### config.mk
export PLATFORM = sky130hd
export DESIGN_NAME = trig_capture_analyzer
export DESIGN_NICKNAME = d
export VERILOG_FILES = /design/src/rtl/tca_pkg.sv /design/src/rtl/tca_match.sv /design/src/rtl/tca_ctrl.sv /design/src/rtl/tca_ram.sv /design/src/rtl/trig_capture_analyzer.sv
export SDC_FILE = /design/constraint.sdc
export NUM_CORES = 1
export LEC_CHECK = 0
export BUFFER_PORTS_ARGS = -buffer_cell sky130_fd_sc_hd__buf_2
export CAP_MARGIN = 20
export CORE_MARGIN = 1
export CORE_UTILIZATION = 38
export CTS_BUF_LIST = sky130_fd_sc_hd__clkbuf_4 sky130_fd_sc_hd__clkbuf_8
export DETAILED_ROUTE_END_ITERATION = 16
export PLACE_DENSITY = 0.52
export SLEW_MARGIN = 15
export SYNTH_ARGS = -nofsm -noshare
export SYNTH_HDL_FRONTEND = slang
export SYNTH_HIERARCHICAL = 1
export SYNTH_SLANG_ARGS = --single-unit
### constraint.sdc
create_clock -name clk -period 6.4 [get_ports clk]
set_input_delay 1.92 -clock clk [delete_from_list [all_inputs] [get_ports clk]]
set_output_delay 1.92 -clock clk [all_outputs]
set_load 0.005 [all_outputs]
### src/rtl/tca_pkg.sv
`timescale 1ns/1ps
package tca_pkg;

    typedef enum logic [1:0] {
        CAP_IDLE = 2'd0,
        CAP_PRE  = 2'd1,
        CAP_POST = 2'd2,
        CAP_DONE = 2'd3
    } cap_state_e;

    typedef enum logic {
        COMB_ANY = 1'b0,
        COMB_ALL = 1'b1
    } comb_mode_e;

    function automatic int ptr_bits(input int depth);
        return (depth < 2) ? 1 : $clog2(depth);
    endfunction

endpackage

### src/rtl/tca_match.sv
`timescale 1ns/1ps
module tca_match import tca_pkg::*; #(
    parameter int NPORTS = 2,
    parameter int PW     = 8
) (
    input  logic [NPORTS*PW-1:0] probe_i,
    input  logic [NPORTS*PW-1:0] value_i,
    input  logic [NPORTS*PW-1:0] mask_i,
    input  logic [NPORTS-1:0]    en_i,
    input  comb_mode_e           mode_i,
    output logic                 hit_o
);

    logic [NPORTS-1:0] port_hit;

    generate
        for (genvar p = 0; p < NPORTS; p++) begin : g_port
            assign port_hit[p] =
                ((probe_i[p*PW +: PW] ^ value_i[p*PW +: PW]) & mask_i[p*PW +: PW]) == '0;
        end
    endgenerate

    always_comb begin
        if (en_i == '0) begin
            hit_o = 1'b0;
        end else if (mode_i == COMB_ALL) begin
            hit_o = &(port_hit | ~en_i);
        end else begin
            hit_o = |(port_hit & en_i);
        end
    end

endmodule

### src/rtl/tca_ctrl.sv
`timescale 1ns/1ps
module tca_ctrl import tca_pkg::*; #(
    parameter  int DEPTH = 64,
    localparam int AW    = ptr_bits(DEPTH)
) (
    input  logic          clk,
    input  logic          rst,
    input  logic          arm_i,
    input  logic          hit_i,
    input  logic [AW-1:0] pos_i,
    output logic          wr_en_o,
    output logic [AW-1:0] wr_ptr_o,
    output logic [AW:0]   fill_o,
    output logic          armed_o,
    output logic          triggered_o,
    output logic          done_o
);

    localparam logic [AW-1:0] LAST  = AW'(DEPTH - 1);
    localparam logic [AW-1:0] ONE_P = AW'(1);
    localparam logic [AW:0]   FULL  = (AW+1)'(DEPTH);
    localparam logic [AW:0]   ONE_F = (AW+1)'(1);

    cap_state_e    state_q;
    logic [AW-1:0] wr_ptr_q;
    logic [AW-1:0] post_left_q;
    logic [AW:0]   fill_q;
    logic          trig_q;
    logic          capturing;

    assign capturing = (state_q == CAP_PRE) || (state_q == CAP_POST);
    assign wr_en_o   = capturing && !arm_i;

    always_ff @(posedge clk) begin
        if (rst) begin
            state_q     <= CAP_IDLE;
            wr_ptr_q    <= '0;
            post_left_q <= '0;
            fill_q      <= '0;
            trig_q      <= 1'b0;
        end else if (arm_i) begin
            state_q     <= CAP_PRE;
            post_left_q <= '0;
            fill_q      <= '0;
            trig_q      <= 1'b0;
        end else if (wr_en_o) begin
            wr_ptr_q <= wr_ptr_q + ONE_P;
            if (fill_q != FULL) begin
                fill_q <= fill_q + ONE_F;
            end
            if (state_q == CAP_PRE) begin
                if (hit_i) begin
                    trig_q <= 1'b1;
                    if (pos_i == LAST) begin
                        state_q <= CAP_DONE;
                    end else begin
                        post_left_q <= LAST - pos_i;
                        state_q     <= CAP_POST;
                    end
                end
            end else begin
                if (post_left_q == ONE_P) begin
                    state_q <= CAP_DONE;
                end else begin
                    post_left_q <= post_left_q - ONE_P;
                end
            end
        end
    end

    assign wr_ptr_o    = wr_ptr_q;
    assign fill_o      = fill_q;
    assign armed_o     = capturing;
    assign triggered_o = trig_q;
    assign done_o      = (state_q == CAP_DONE);

endmodule

### src/rtl/tca_ram.sv
`timescale 1ns/1ps
module tca_ram import tca_pkg::*; #(
    parameter  int DEPTH = 64,
    parameter  int DW    = 16,
    localparam int AW    = ptr_bits(DEPTH)
) (
    input  logic          clk,
    input  logic          we_i,
    input  logic [AW-1:0] waddr_i,
    input  logic [DW-1:0] wdata_i,
    input  logic [AW-1:0] raddr_i,
    output logic [DW-1:0] rdata_o
);

    logic [DW-1:0] mem_q [DEPTH];

    always_ff @(posedge clk) begin
        if (we_i) begin
            mem_q[waddr_i] <= wdata_i;
        end
        rdata_o <= mem_q[raddr_i];
    end

endmodule

### src/rtl/trig_capture_analyzer.sv
`timescale 1ns/1ps
module trig_capture_analyzer import tca_pkg::*; #(
    parameter  int NPORTS = 2,
    parameter  int PW     = 8,
    parameter  int DEPTH  = 64,
    localparam int DW     = NPORTS * PW,
    localparam int AW     = ptr_bits(DEPTH)
) (
    input  logic              clk,
    input  logic              rst,
    input  logic [DW-1:0]     probe_i,
    input  logic [DW-1:0]     cmp_value_i,
    input  logic [DW-1:0]     cmp_mask_i,
    input  logic [NPORTS-1:0] port_en_i,
    input  logic              combine_all_i,
    input  logic [AW-1:0]     trig_pos_i,
    input  logic              arm_i,
    output logic              armed_o,
    output logic              triggered_o,
    output logic              done_o,
    input  logic [AW-1:0]     rd_addr_i,
    output logic [DW-1:0]     rd_data_o,
    output logic              rd_valid_o
);

    localparam logic [AW:0] FULL = (AW+1)'(DEPTH);

    logic          hit;
    logic          cap_we;
    logic [AW-1:0] wr_ptr;
    logic [AW:0]   fill;
    logic [AW-1:0] rd_phys;

    tca_match #(.NPORTS(NPORTS), .PW(PW)) u_match (
        .probe_i (probe_i),
        .value_i (cmp_value_i),
        .mask_i  (cmp_mask_i),
        .en_i    (port_en_i),
        .mode_i  (comb_mode_e'(combine_all_i)),
        .hit_o   (hit)
    );

    tca_ctrl #(.DEPTH(DEPTH)) u_ctrl (
        .clk         (clk),
        .rst         (rst),
        .arm_i       (arm_i),
        .hit_i       (hit),
        .pos_i       (trig_pos_i),
        .wr_en_o     (cap_we),
        .wr_ptr_o    (wr_ptr),
        .fill_o      (fill),
        .armed_o     (armed_o),
        .triggered_o (triggered_o),
        .done_o      (done_o)
    );

    // Oldest slot is the next one the write pointer would have used.
    assign rd_phys = wr_ptr + rd_addr_i;

    tca_ram #(.DEPTH(DEPTH), .DW(DW)) u_ram (
        .clk     (clk),
        .we_i    (cap_we),
        .waddr_i (wr_ptr),
        .wdata_i (probe_i),
        .raddr_i (rd_phys),
        .rdata_o (rd_data_o)
    );

    always_ff @(posedge clk) begin
        if (rst) begin
            rd_valid_o <= 1'b0;
        end else begin
            rd_valid_o <= ({1'b0, rd_addr_i} >= (FULL - fill));
        end
    end

endmodule

== Word-level counts from Yosys, hierarchy flattened ==
Memories as Yosys holds them, arrays and structs flattened. A register that Yosys moved wholly into a read port is not among the register bits.
Cells that the tools add are included.
Widths: inputs -> output; s select.
Storage, ports and cells
  output and inout port bits: 20
  RAM bits: 1024
  word-level logic and storage cells: 65
  input bits: 66
  register bits after elaboration: 23
  memories kept: 1
Memory list
  u_ram.mem_q: depth 64, width 16, rd ports 1, clocked after memory_dff 1, wr ports 1, RTL line tca_ram.sv:15  | logic [DW-1:0] mem_q [DEPTH];
Cells by class
  muxes and demuxes: 14
  reductions and logical operators: 18
  add/sub/neg operators: 6
  magnitude comparators: 1
  bitwise gates (word level): 8
  equality and inequality tests: 10
Operators with widths (count)
  $mux 6: 4
  $and 8x8->8: 2
  $logic_not 8->1: 2
  $xor 8x8->8: 2
  $reduce_and 3->1: 3
  $add 7x1->7 const B: 1
  $ge 6x7->1: 1
  $mux 1: 7
  $ne 7x7->1 const B: 1
  $sub 7x7->7 const A: 1
  $add 6x1->6 const B: 1
  $add 6x6->6: 1
  $eq 6x1->1 const B: 1
  $eq 6x6->1 const B: 1
  $mux 2: 3
  $reduce_and 2->1: 3
  $sub 6x1->6 const B: 1
  $sub 6x6->6 const A: 1
  $eq 2x2->1 const B: 2
  $ne 2x2->1 const B: 2
  $reduce_and 4->1: 1
  $reduce_bool 2->1: 2
  $reduce_or 2->1: 2
  $ne 3x3->1 const B: 1
  other kinds (11): 11

== Longest topological paths before layout ==
  word-level depth: 11
  gate-level depth with buffers: 13

== By module ==
Netlist, hierarchy kept.
By module, submodules not included
  tca_ram: area each 40042.2 um^2, times used 1, seq. area each 31069.8 um^2, cells an instance 1829
  tca_ctrl: area each 1229.9 um^2, times used 1, seq. area each 440.4 um^2, cells an instance 141
  trig_capture_analyzer: area each 447.9 um^2, times used 1, seq. area each 20.0 um^2, cells an instance 55
  tca_match: area each 241.5 um^2, times used 1, seq. area each 0.0 um^2, cells an instance 30

== Worst setup path before layout ==
OpenSTA, ideal clock, no wires.
  path type: input to register
  from: input port arm_i
  to: memory u_ram.mem_q[48][0], enable pin
  required time: 5.991 ns
  arrival: 4.050 ns
  stages on the path: 7
  slack: 1.940 ns
  cells stage by stage: or2_1 > buf_6 > inv_6 > buf_2 > nor2b_1 > nand4b_1 > nor3_1
On the way
  cells in the longest elaborated chain, start to end: 4
RTL lines
  start, declared: RTL line trig_capture_analyzer.sv:17  | input logic arm_i,
  $logic_not 1->1: RTL line tca_ctrl.sv:32  | assign wr_en_o = capturing && !arm_i;
  $logic_and 1x1->1: RTL line tca_ctrl.sv:32
  net cap_we: RTL line trig_capture_analyzer.sv:29  | logic cap_we;
  $mux 1: RTL line tca_ram.sv:18  | if (we_i) begin
  $mux 1 (implied by the code): RTL line tca_ram.sv:19  | mem_q[waddr_i] <= wdata_i;
  end, declared: RTL line tca_ram.sv:15
The timed path passes the listed nets, and every way through them passes these cells.

== Worst setup path in the final report ==
  from: input port rd_addr_i[0]
  to: register u_ram.rdata_o[12] (read register of u_ram.mem_q)
On the way
  cells in the longest elaborated chain, start to end: 1
RTL lines
  start, declared: RTL line trig_capture_analyzer.sv:21  | input logic [AW-1:0] rd_addr_i,
  $add 6x6->6: RTL line trig_capture_analyzer.sv:58  | assign rd_phys = wr_ptr + rd_addr_i;
  net rd_phys[1]: RTL line trig_capture_analyzer.sv:32  | logic [AW-1:0] rd_phys;
  end, declared: RTL line tca_ram.sv:12  | output logic [DW-1:0] rdata_o
The timed path passes the listed nets, and every way through them passes these cells.
A chain may end at the register's enable or synchronous reset.

==> run metrics <==
status finished, final reports clean; skew final 0.0355 ns; Core Area approximately 110000 um^2; pin count of the biggest net entering global routing 77; Mapped Nets between 2000 and 2500; Resized cells post-CTS 0; Longest Clk Path Bufs 3; Worst Max-Slew Pin Slew 1.07 ns; CP endpoint kind flip-flop; Post-Route Setup TNS 0 ns; non-filler cells, final just under 4000; Top Ports between 80 and 90; Syn Std Cell Area 42000 um^2; DIE WIDTH approximately 330 um; CP Class in -> reg; EDFF count, synth ~1000; fin util about 44%; Max stage delay on crit path around 0.57 ns; clock transition at the registers of the reported paths 0.06 ns; Port Buf Inserts 85; Num CTS Buffers roughly 180; GR Layer Usage met3 4.15%; pwr dens 315 nW/um^2; DRC errors left 0; postcts setup bufs 0; Buf+Inv Stages, Crit Path 4; period utilization 71.1%; Area growth syn-to-layout 14.7%; dpl hpwl just over 70000 um; number of synthesized register bits 1063; CTS tree yes; worst path required time between 7 and 8 ns; dpl cell area roughly 45000 um^2; crit path capture u_ram/rdata_o[12]; Main synth FF type edfxtp_1; layout cells sized above 1 a little under a third; Routed Antenna Nets 0; Final Hold Viols 0; Yosys warning total 6; post-route cell area a little under 50000 um^2; fin crit period about 4.5 ns; r2r endpoint u_ram/rdata_o[12]; Initial Util between 30% and 40%; routability cong. 0.877; Reg2Reg Depth 9; post-synthesis sequential area ratio about 75%; Crit-path slowest cell inv_6; Worst-Skew Late Latency between 0.8 and 0.9 ns; hold buffer count at cts 0; H-tree lvl count 4; Inst Count DP around 3600; Die ar. between 100000 and 150000 um^2; GRT met2 Usage 33.1%; startpoint types primary input; met1 Use GR between 20 and 30%; total track usage between 20% and 30%; Critical R2R Launch u_ctrl/wr_ptr_o[1]; maxcap violations 0; first-pass GRT wire length ~160000 um; vias in the first global route 21800; Crit path max-delay family buffers and inverters; Setup crit start rd_addr_i[0]; Die Height around 330 um; flop-to-flop setup slack between 2 and 2.5 ns; DR pass1 iterations 6; setup violators final 0; Syn Area/Cell roughly 20 um^2; number of clock sinks approximately 1100; VDD IR-drop max around 0.00015 V; critical path depth 11; max_slew headroom between 20 and 30%; final net count approximately 2400; Power Total approximately 15 mW; synth unique cells between 70 and 80; Async S/R FF share, synth 0%; row count 121; Worst Path Arrival roughly 5.3 ns; Leak approximately 16 nW; Via density roughly 5.4; RSZ-0062 raised after global routing false; f_max 220 MHz; gr busiest metal met2; Hold Crit Class reg -> reg; final wirelength between 100000 and 150000 um; clock root cell clkbuf_8; grt total ovfl 0; initial drt markers between 2000 and 2500; initial antenna violation count 12; Final Max Slew Viols 0; critical path cell sequence buf_2, ha_4, inv_1, fa_1, inv_6, buf_4, nor2b_1, a22oi_1, a41oi_1, o21ai_0, and4_1; Hold Path Cell Cnt 2; DR vias between 20000 and 25000; post-synthesis cell count around 2100; crit-path max FO between 70 and 80; Wirelength per Cell about 29 um
[layout by cell type (no fill, tap or decap), types with 7 or more instances in the layout]
master and n:
edfxtp_1 1024, mux4_2 220, clkbuf_8 183, buf_4 115, nor2_1 91, mux2i_1 87, buf_2 85, nand2_1 72
clkbuf_4 62, a22oi_1 45, dfxtp_1 39, clkinv_1 38, nor2b_1 33, a21oi_1 28, mux2_2 28, xor2_1 26
nand3_1 26, clkinv_2 20, nand4_1 18, ha_1 18, inv_1 17, a221oi_1 16, a31oi_1 15, o21ai_0 10
a311oi_1 10, a211oi_1 9, buf_12 9, bufinv_16 8, and4_1 8, a211o_1 8, inv_6 7
[worst min-delay path by stage]
stage	start	end	slack (ns)
detailed placement	u_ctrl/triggered_o	u_ctrl/triggered_o	0.46
finish	u_ctrl/triggered_o	u_ctrl/triggered_o	0.47
global placement	u_ctrl/triggered_o	u_ctrl/triggered_o	0.45
global route	u_ctrl/triggered_o	u_ctrl/triggered_o	0.49
CTS	u_ctrl/triggered_o	u_ctrl/triggered_o	0.47
floorplan	u_ctrl/triggered_o	u_ctrl/triggered_o	0.46
[cells in the mapped netlist, types with 15 or more instances]
cell type | instances | share of area, %
a22oi_1 | 45 | 0.81
inv_1 | 18 | 0.16
nand3_1 | 26 | 0.31
nor2_1 | 91 | 0.81
nor2b_1 | 33 | 0.49
ha_1 | 19 | 0.57
mux4_2 | 220 | 12
a21oi_1 | 28 | 0.33
dfxtp_1 | 39 | 1.9
clkbuf_1 | 27 | 0.24
buf_2 | 38 | 0.45
nand2_1 | 72 | 0.64
edfxtp_1 | 1024 | 73
buf_6 | 18 | 0.48
mux2i_1 | 87 | 2.1
a221oi_1 | 16 | 0.33
xor2_1 | 26 | 0.54
nand4_1 | 18 | 0.27
a31oi_1 | 15 | 0.22
mux2_2 | 28 | 0.75
[per-layer routing]
metal	wire length [um]	part of all wire (%)
met2	55300	49
met4	2630	2.3
met1	47500	42
met5	10	0.0088
met3	7930	7.0
[metrics by stage]
step | hold WS [ns] | setup slack [ns]
detailed placement | 0.461 | 0.960
global placement | 0.452 | 1.00
finish | 0.469 | 1.85
global route | 0.493 | 1.70
CTS | 0.474 | 1.86
floorplan | 0.461 | 1.94
[worst register-to-register path, cell delays in order (launching register included)]
cell	delay [ns]
dfxtp_1	0.73
inv_1	0.14
fa_1	0.55
inv_6	0.57
buf_4	0.29
nor2b_1	0.43
a22oi_1	0.15
a41oi_1	0.32
o21ai_0	0.40
and4_1	0.35
[state kept, by name, indices dropped and copies added, names as in the netlist]
register and count:
u_ram/mem_q 1024, u_ram/rdata_o 16, u_ctrl/fill_o 7, u_ctrl/post_left_q 6, u_ctrl/wr_ptr_o 6, u_ctrl/state_q 2, rd_valid_o 1, u_ctrl/triggered_o 1
[logic make-up after synthesis]
| family | after synthesis | synth area share [%] |
|---|---|---|
| buf+inv | 129 | 2.01 |
| mux | 339 | 14.9 |
| fa+ha+maj | 20 | 0.614 |
| xor+xnor | 35 | 0.731 |
| flops | 1063 | 75.1 |
| simple gates | 286 | 3.39 |
| compound gates | 183 | 3.23 |
[final cells by class]
cell class                 instances  area [um^2]
clock inverter                    76          576
clock buffer                     245         2980
tap                             1476         1850
timing repair buffer             209         1470
inverter                          19         81.3
fill                            9329        61000
sequential                      1063        31500
multi-input combinational        863         9630
antenna                            6         15.0
[power by group]
| group | total, mW | switching [mW] | internal, mW |
|---|---|---|---|
| sequential | 7.70 | 0.0442 | 7.66 |
| clock | 6.04 | 2.70 | 3.34 |
| combinational | 1.41 | 0.844 | 0.565 |
Note: power is estimated with default switching activity, not from simulation.
